### src/rtl/idle_pred_pkg.sv
package idle_pred_pkg;

    typedef enum logic [1:0] {
        ST_ON   = 2'd0,
        ST_DOWN = 2'd1,
        ST_OFF  = 2'd2,
        ST_WAKE = 2'd3
    } pwr_state_e;

    typedef struct packed {
        logic rise;
        logic fall;
    } busy_edges_t;

endpackage

### src/rtl/busy_meter.sv
module busy_meter
    import idle_pred_pkg::*;
#(
    parameter int CW = 8
) (
    input  logic          clk,
    input  logic          rst,
    input  logic          busy,
    output busy_edges_t   edges,
    output logic [CW-1:0] len
);
    localparam logic [CW-1:0] LEN_MAX = {CW{1'b1}};

    logic busy_q;

    assign edges.rise = busy & ~busy_q;
    assign edges.fall = ~busy & busy_q;

    always_ff @(posedge clk) begin
        if (rst) begin
            busy_q <= 1'b0;
            len    <= '0;
        end else begin
            busy_q <= busy;
            if (edges.rise)
                len <= CW'(1);
            else if (busy && len != LEN_MAX)
                len <= len + CW'(1);
        end
    end


    len_saturate_chk: assert property (@(posedge clk) disable iff (rst)
        (busy_q && busy && len == LEN_MAX) |=> len == LEN_MAX);


    len_monotonic_chk: assert property (@(posedge clk) disable iff (rst)
        (busy_q && busy) |=> len >= $past(len));

endmodule

### src/rtl/power_seq.sv
module power_seq
    import idle_pred_pkg::*;
#(
    parameter int DW = 8
) (
    input  logic          clk,
    input  logic          rst,
    input  logic          busy,
    input  busy_edges_t   edges,
    input  logic          short_pred,
    input  logic [DW-1:0] sd_delay,
    input  logic [DW-1:0] wu_delay,
    output pwr_state_e    state,
    output logic          sleep_cmd,
    output logic          wake_cmd,
    output logic          down_start
);
    logic [DW-1:0] cnt;
    logic [DW:0]   cnt_nx;
    logic          pend;
    logic          down_done;
    logic          wake_done;

    assign cnt_nx     = {1'b0, cnt} + (DW+1)'(1);
    assign down_done  = cnt_nx >= {1'b0, sd_delay};
    assign wake_done  = cnt_nx >= {1'b0, wu_delay};
    assign down_start = (state == ST_ON) && edges.fall && short_pred;

    always_ff @(posedge clk) begin
        if (rst) begin
            state     <= ST_ON;
            cnt       <= '0;
            pend      <= 1'b0;
            sleep_cmd <= 1'b0;
            wake_cmd  <= 1'b0;
        end else begin
            sleep_cmd <= 1'b0;
            wake_cmd  <= 1'b0;
            unique case (state)
                ST_ON: begin
                    if (down_start) begin
                        state     <= ST_DOWN;
                        cnt       <= '0;
                        pend      <= 1'b0;
                        sleep_cmd <= 1'b1;
                    end
                end
                ST_DOWN: begin
                    if (busy)
                        pend <= 1'b1;
                    if (down_done)
                        state <= ST_OFF;
                    else
                        cnt <= cnt_nx[DW-1:0];
                end
                ST_OFF: begin
                    if (busy || pend) begin
                        state    <= ST_WAKE;
                        cnt      <= '0;
                        pend     <= 1'b0;
                        wake_cmd <= 1'b1;
                    end
                end
                ST_WAKE: begin
                    if (wake_done)
                        state <= ST_ON;
                    else
                        cnt <= cnt_nx[DW-1:0];
                end
                default: state <= ST_ON;
            endcase
        end
    end


    sleep_entry_chk: assert property (@(posedge clk) disable iff (rst)
        sleep_cmd |-> (state == ST_DOWN && $past(state) == ST_ON));


    wake_entry_chk: assert property (@(posedge clk) disable iff (rst)
        wake_cmd |-> (state == ST_WAKE && $past(state) == ST_OFF));


    off_exit_chk: assert property (@(posedge clk) disable iff (rst)
        (state == ST_OFF) |=> (state == ST_OFF || state == ST_WAKE));


    no_spurious_down_chk: assert property (@(posedge clk) disable iff (rst)
        (state == ST_ON && !edges.fall) |=> state != ST_DOWN);


    down_no_abort_chk: assert property (@(posedge clk) disable iff (rst)
        (state == ST_DOWN) |=> (state == ST_DOWN || state == ST_OFF));

endmodule

### src/rtl/miss_window.sv
module miss_window #(
    parameter int DW = 8
) (
    input  logic          clk,
    input  logic          rst,
    input  logic          arm,
    input  logic          rise,
    input  logic [DW-1:0] window,
    output logic          mispredict
);
    logic [DW-1:0] wcnt;

    always_ff @(posedge clk) begin
        if (rst) begin
            wcnt       <= '0;
            mispredict <= 1'b0;
        end else begin
            mispredict <= rise && (wcnt != '0);
            if (arm)
                wcnt <= window;
            else if (wcnt != '0)
                wcnt <= wcnt - DW'(1);
        end
    end


    miss_pulse_chk: assert property (@(posedge clk) disable iff (rst)
        mispredict |=> !mispredict);

endmodule

### src/rtl/idle_predict_ctrl.sv
module idle_predict_ctrl
    import idle_pred_pkg::*;
#(
    parameter int CW = 8,
    parameter int DW = 8
) (
    input  logic          clk,
    input  logic          rst,
    input  logic          busy,
    input  logic [CW-1:0] thresh,
    input  logic [DW-1:0] sd_delay,
    input  logic [DW-1:0] wu_delay,
    input  logic [DW-1:0] window,
    output logic          sleep_cmd,
    output logic          wake_cmd,
    output logic [1:0]    pwr_state,
    output logic          mispredict
);
    busy_edges_t   edges;
    logic [CW-1:0] len;
    logic          short_pred;
    logic          down_start;
    pwr_state_e    state;

    busy_meter #(.CW(CW)) u_meter (
        .clk   (clk),
        .rst   (rst),
        .busy  (busy),
        .edges (edges),
        .len   (len)
    );

    assign short_pred = len < thresh;

    power_seq #(.DW(DW)) u_seq (
        .clk        (clk),
        .rst        (rst),
        .busy       (busy),
        .edges      (edges),
        .short_pred (short_pred),
        .sd_delay   (sd_delay),
        .wu_delay   (wu_delay),
        .state      (state),
        .sleep_cmd  (sleep_cmd),
        .wake_cmd   (wake_cmd),
        .down_start (down_start)
    );

    miss_window #(.DW(DW)) u_miss (
        .clk        (clk),
        .rst        (rst),
        .arm        (down_start),
        .rise       (edges.rise),
        .window     (window),
        .mispredict (mispredict)
    );

    assign pwr_state = state;


    reset_state_chk: assert property (@(posedge clk)
        $past(rst) |-> (pwr_state == 2'd0 && !sleep_cmd && !wake_cmd && !mispredict));

endmodule

### config.mk
export PLATFORM = sky130hd
export DESIGN_NAME = idle_predict_ctrl
export DESIGN_NICKNAME = d
export VERILOG_FILES = /design/src/rtl/idle_pred_pkg.sv /design/src/rtl/busy_meter.sv /design/src/rtl/power_seq.sv /design/src/rtl/miss_window.sv /design/src/rtl/idle_predict_ctrl.sv
export SDC_FILE = /design/constraint.sdc
export NUM_CORES = 1
export LEC_CHECK = 0
export ABC_AREA = 1
export BUFFER_PORTS_ARGS = -buffer_cell sky130_fd_sc_hd__buf_2
export CAP_MARGIN = 20
export CORE_MARGIN = 5
export CORE_UTILIZATION = 40
export DETAILED_ROUTE_END_ITERATION = 12
export GPL_TIMING_DRIVEN = 0
export HOLD_SLACK_MARGIN = 0.05
export PLACE_DENSITY = 0.59
export SLEW_MARGIN = 20
export SYNTH_ARGS = -nofsm -noshare
export SYNTH_HDL_FRONTEND = slang
export SYNTH_HIERARCHICAL = 1
export SYNTH_SLANG_ARGS = --single-unit
export TNS_END_PERCENT = 50
### constraint.sdc
create_clock -name clk -period 3.6 [get_ports clk]
set_input_delay 0.36 -clock clk [delete_from_list [all_inputs] [get_ports clk]]
set_output_delay 0.36 -clock clk [all_outputs]
set_load 0.03 [all_outputs]
; ---- Yosys cells after proc, flatten, opt, wreduce, memory -nomap -nowiden
; Cells that the tools add are included.
[word_totals]
register_bits = 31
out_inout_bits = 5
elab_cells = 69
inputBits = 35
[op_classes]
n_reduce_logical = 16
n_mux = 20
eq_ne = 11
n_addsub = 3
bitwise = 6
magnitude_cmp = 3
[op_table]
columns = op, count
row1 = $mux W8, 6
row2 = $pmux W8 S4, 1
row3 = $ge A9 B8 Y1, 2
row4 = $reduce_and A4 Y1, 3
row5 = $add A8 B1 Y9 const B, 1
row6 = $add A8 B1 Y8 const B, 1
row7 = $lt A8 B8 Y1, 1
row8 = $mux W2, 4
row9 = $ne A2 B2 Y1 const B, 4
row10 = $ne A8 B8 Y1 const B, 1
row11 = $pmux W2 S4, 1
row12 = $reduce_bool A8 Y1, 1
row13 = $sub A8 B1 Y8 const B, 1
row14 = $mux W1, 7
row15 = $ne A2 B1 Y1 const B, 3
row16 = $reduce_or A2 Y1, 3
row17 = $eq A2 B2 Y1 const B, 2
row18 = $logic_and A1 B1 Y1, 4
row19 = $not A1 Y1, 4
row20 = $reduce_bool A2 Y1, 2
row21 = $pmux W1 S3, 1
row22 = $reduce_bool A3 Y1, 1
row23 = $and A1 B1 Y1, 2
row24 = $eq A2 B1 Y1 const B, 1
row25 = 2 further kinds, 2

; ---- Logic depth before layout (Yosys ltp)
[logic_depth]
word_depth = 6
mapped_depth = 18
ltp_nobuf = 18

; ---- Hierarchy
; Netlist, hierarchy kept.
[by_module_without_submodules]
columns = mod, area_per_inst_um2, seq_area_each_um2, n_inst, cells_each
row1 = power_seq, 1285.0, 260.2, 1, 197
row2 = miss_window, 528.0, 180.2, 1, 74
row3 = busy_meter, 493.0, 180.2, 1, 73
row4 = idle_predict_ctrl, 183.9, 0.0, 1, 31

; ---- Worst setup path after synthesis
; OpenSTA, ideal clock, no wires.
[synth_timing]
path_type = reg2reg
start = reg u_seq.cnt[0]
end = reg u_seq.cnt[0]
arrival_time_ns = 2.002
n_path_buf = 0
synth_period_minus_slack_ns = 2.115
slack_ns = 1.485
setup_time_ns = 0.113
t_required_ns = 3.487
path_stages_with_launch = 17
cell_sequence = dfxtp_1 -> ha_1 -> nand3_2 -> xor2_1 -> ha_1 -> nand2_1 -> inv_1 -> nand2_1 -> nand3_1 -> nand2_1 -> nand2_1 -> nand2_1 -> nand2_1 -> nand2_4 -> nand3_4 -> nor2_1 -> nor2_1
[synth_via]
elab_chain_cells = 4
word_cells_on_any_way = 9
classes_between = 1 x add/sub / 2 x order compare / 2 x eq/ne / 3 x mux / 1 x reduce/logical
[synth_rtl]
columns = item, line
row1 = from (decl), power_seq.sv:18  ; logic [DW-1:0] cnt;
row2 = from (signal assigned), power_seq.sv:54  ; cnt <= cnt_nx[DW-1:0];
row3 = from (signal assigned), power_seq.sv:68  ; cnt <= cnt_nx[DW-1:0];
row4 = $add A8 B1 Y9 (*), power_seq.sv:24  ; assign cnt_nx = {1'b0, cnt} + (DW+1)'(1);
row5 = "$ge A9 B8 Y1, on equally long branches", "power_seq.sv:26, power_seq.sv:25"
row6 = $ne A2 B2 Y1 (no source line), --
row7 = $reduce_and A4 Y1 (no source line), --
; Every way passes the cells marked *; elsewhere a longest branch is shown, timed or not. The select of a mux whose other input is x is not followed.
; A chain may end at the register's enable or synchronous reset.

; ---- Final worst setup path
[layout_timing]
start = reg u_seq.cnt[0]
end = reg u_seq.cnt[7]
; The elaborated chain is that of the path after synthesis.

==> results.toml <==
[run_status]
status = "finished clean"

[logic_synthesis]
yosysSeqAreaShare_pct = 24.9
netlist_instances = 375
yosysTopAreaCell = "dfxtp_1"
yosys_warnings = 6
synth_nets = 440
async_flop_share_pct = 0
synth-edff-count = 0
synth-main-ff-cell = "dfxtp_1"
synth_area_leaders = "dfxtp_1, ha_1, nand2_1"
syn_area_per_cell_sq_um = 6.64
synth_seq_cells = 31
synth_top_area_share_pct = 24.9
synth_cell_types = 39
syn_area_sq_mm = 0.00249

[global_route]
grt_pass1_wl_microns = 8890
grt_pass1_vias = 2118
grt_max_degree = 11
antenna_found_initial = 0
track_usage_pct = 14.0
grt_overflow_total = 0

[sta]
finalHoldViolCount = 0
worst_pin_slew_ps = 441
fin_hold_ws_ps = 320
period_share_pct = 72.8
min_period_ps = 2620
max_freq_mhz = 382
finalSetupTns_ps = 0
slew_headroom_pct = 70.6
grt_setup_unrepaired = "no"
setup_violations = 0
skew_ps = 4.32
slew_violations = 0

[drt]
firstDrtPassIters = 4
avgViaCountPerCell = 4.58
drc = 0
vias = 2275
drtAntennaViolNets = 0
drt-initial-drc-count = 46
wire_per_inst_microns = 10.2
drt_wl_total_microns = 5070

[clocking]
postCtsSetupBuffers = 0
ctsRootBufferMaster = "clkbuf_8"
holdBufCountCts = 0
htree_levels = 2
cts_tree = "built"
cts_buffers = 5
worstSkewPairLatency_ps = 270
cts_sinks = 31
cts_resized = 0
clk_pin_slew_ps = 60
clockBufferDepth = 2

[die]
chipWidth_microns = 88.9
start_util_pct = 41.6
die_h_microns = 88.9
row_count = 28
die_area_sq_mm = 0.00790
ios = 40
core-area_sq_mm = 0.00599

[layout]
drive_gt1_share_pct = 19.4
instances_no_fill = 497
antenna_cells = 0
design_area_sq_mm = 0.00286
area_delta_synth_final_pct = 14.9
layout_commonest_cell = "nand2_1"
final_net_count = 486
final_cell_mix = "nand2_1, inv_1, nor2_1, buf_2, dfxtp_1"

[setup_path]
critical_path.slowest_cell = "dfxtp_1"
cp_max_fo = 9
path_class = "register to register"
crit_required_ps = 3810
cpMostUsedCell = "nand2_1"
endpoint = "u_seq/cnt[7]"
cp_cell_sequence = "ha_1 > nand3_2 > xor2_1 > ha_1 > nand2_1 > inv_1 > nand2_1 > nand3_1 > nand2_1 > nand2_1 > nand2_1 > nand2_2 > nand2_4 > nand3_4 > nand2_1 > inv_1 > nor2_1"
rrSetupSlack_ps = 980
cp.arrival_ps = 2830
reg2regPathDepth = 17
startpoint = "u_seq/cnt[0]"
end_kind = "register"
rr_endpoint = "u_seq/cnt[7]"
regToRegStartpoint = "u_seq/cnt[0]"
cpPeakStageDelay_ps = 460
start_kind = "register"

[power]
power.total_uw = 1950
ir_worst_vdd_v = 0.000345
p_leak_uw = 0.00159
p_per_area_mw_per_mm2 = 681

[run]
cap_viol_max_count = 0

[placement]
gp_congestion = 0.796
io_buffers = 39
post-dp-hpwl_microns = 4060
placed_cells = 489
placed_cell_area_sq_mm = 0.00278

[worst_hold_path]
worstHoldPathType = "input port to register"
## power breakdown
part           switching [uW]  total [uW]  internal (uW)
clock                     123         258            135
combinational             703        1150            445
sequential               94.4         540            445
## synthesized netlist by cell type (3+ instances only)
library cell and n:
nand2_1 98, inv_1 69, nor2_1 41, dfxtp_1 31, ha_1 30, a21oi_1 18, nand3_1 11, nand4_1 10
inv_2 6, nand2_2 6, nor2_2 5, xor2_1 5, nand3_2 4, o21ai_0 4, o21ai_1 4, nand2_4 3
xnor2_1 3
## final cells by class
| cell class | instances | area [sq um] |
|---|---|---|
| fill | 634 | 3130 |
| multi-input combinational | 264 | 1560 |
| sequential | 31 | 621 |
| inverter | 75 | 282 |
| timing repair buffer | 39 | 195 |
| tap | 75 | 93.8 |
| clock buffer | 7 | 76.3 |
| buffer | 5 | 28.8 |
| clock inverter | 1 | 5.00 |
## worst max-delay path: cells and delay by family (launching register included)
| family | cells | cell delay, ps |
|---|---|---|
| xor gates and xnor gates | 1 | 310 |
| adders and majority gates | 2 | 560 |
| buffers and inverters | 2 | 90 |
| DFF | 1 | 460 |
| and+or+nand+nor | 12 | 1140 |
## logic make-up (layout without fill, tap and decap cells)
| kind of cell | Yosys count | in the layout | synth area share (%) |
|---|---|---|---|
| xor+xnor | 8 | 8 | 2.81 |
| fa+ha+maj | 30 | 30 | 15.1 |
| buf+inv | 80 | 127 | 12.5 |
| compound gates | 34 | 34 | 7.84 |
| flops | 31 | 31 | 24.9 |
| simple gates | 192 | 192 | 36.9 |
## per-layer routing
metal | GRT usage (%) | vias to the layer above | wire, microns
met3 | 2.86 | 5 | 184
met2 | 25.0 | 24 | 2460
li1 | - | 1256 | -
met4 | 3.85 | 0 | 33
met1 | 17.0 | 990 | 2390
met5 | 0 | - | 0
## flip-flops by register name, summed over array words and instances, names as in the netlist
signal / cells
u_seq/state: 2
u_seq/wake_cmd: 1
u_meter/len: 8
u_meter/busy_q: 1
u_seq/sleep_cmd: 1
u_seq/cnt: 8
u_miss/mispredict: 1
u_seq/pend: 1
u_miss/wcnt: 8
## how the worst min path moves through the flow
stage	startpoint	to	slack, ps	cells after the start
final	rst	u_meter/len[0]	320	2
after global routing	rst	u_meter/len[0]	320	2
after detailed placement	u_miss/wcnt[0]	u_miss/wcnt[0]	480	1
after floorplan	rst	u_meter/len[0]	420	1
after global placement	u_miss/wcnt[0]	u_miss/wcnt[0]	470	1
after CTS	rst	u_meter/len[0]	310	2
## through the flow
stage / util (%) / setup slack, ps
after floorplan: - / 1490
after global placement: 46.4 / 962
after detailed placement: 46.4 / 950
after CTS: 47.7 / 936
after global routing: 47.7 / 752
final: 47.7 / 980
No activity file was read; power rests on OpenSTA's default activity.
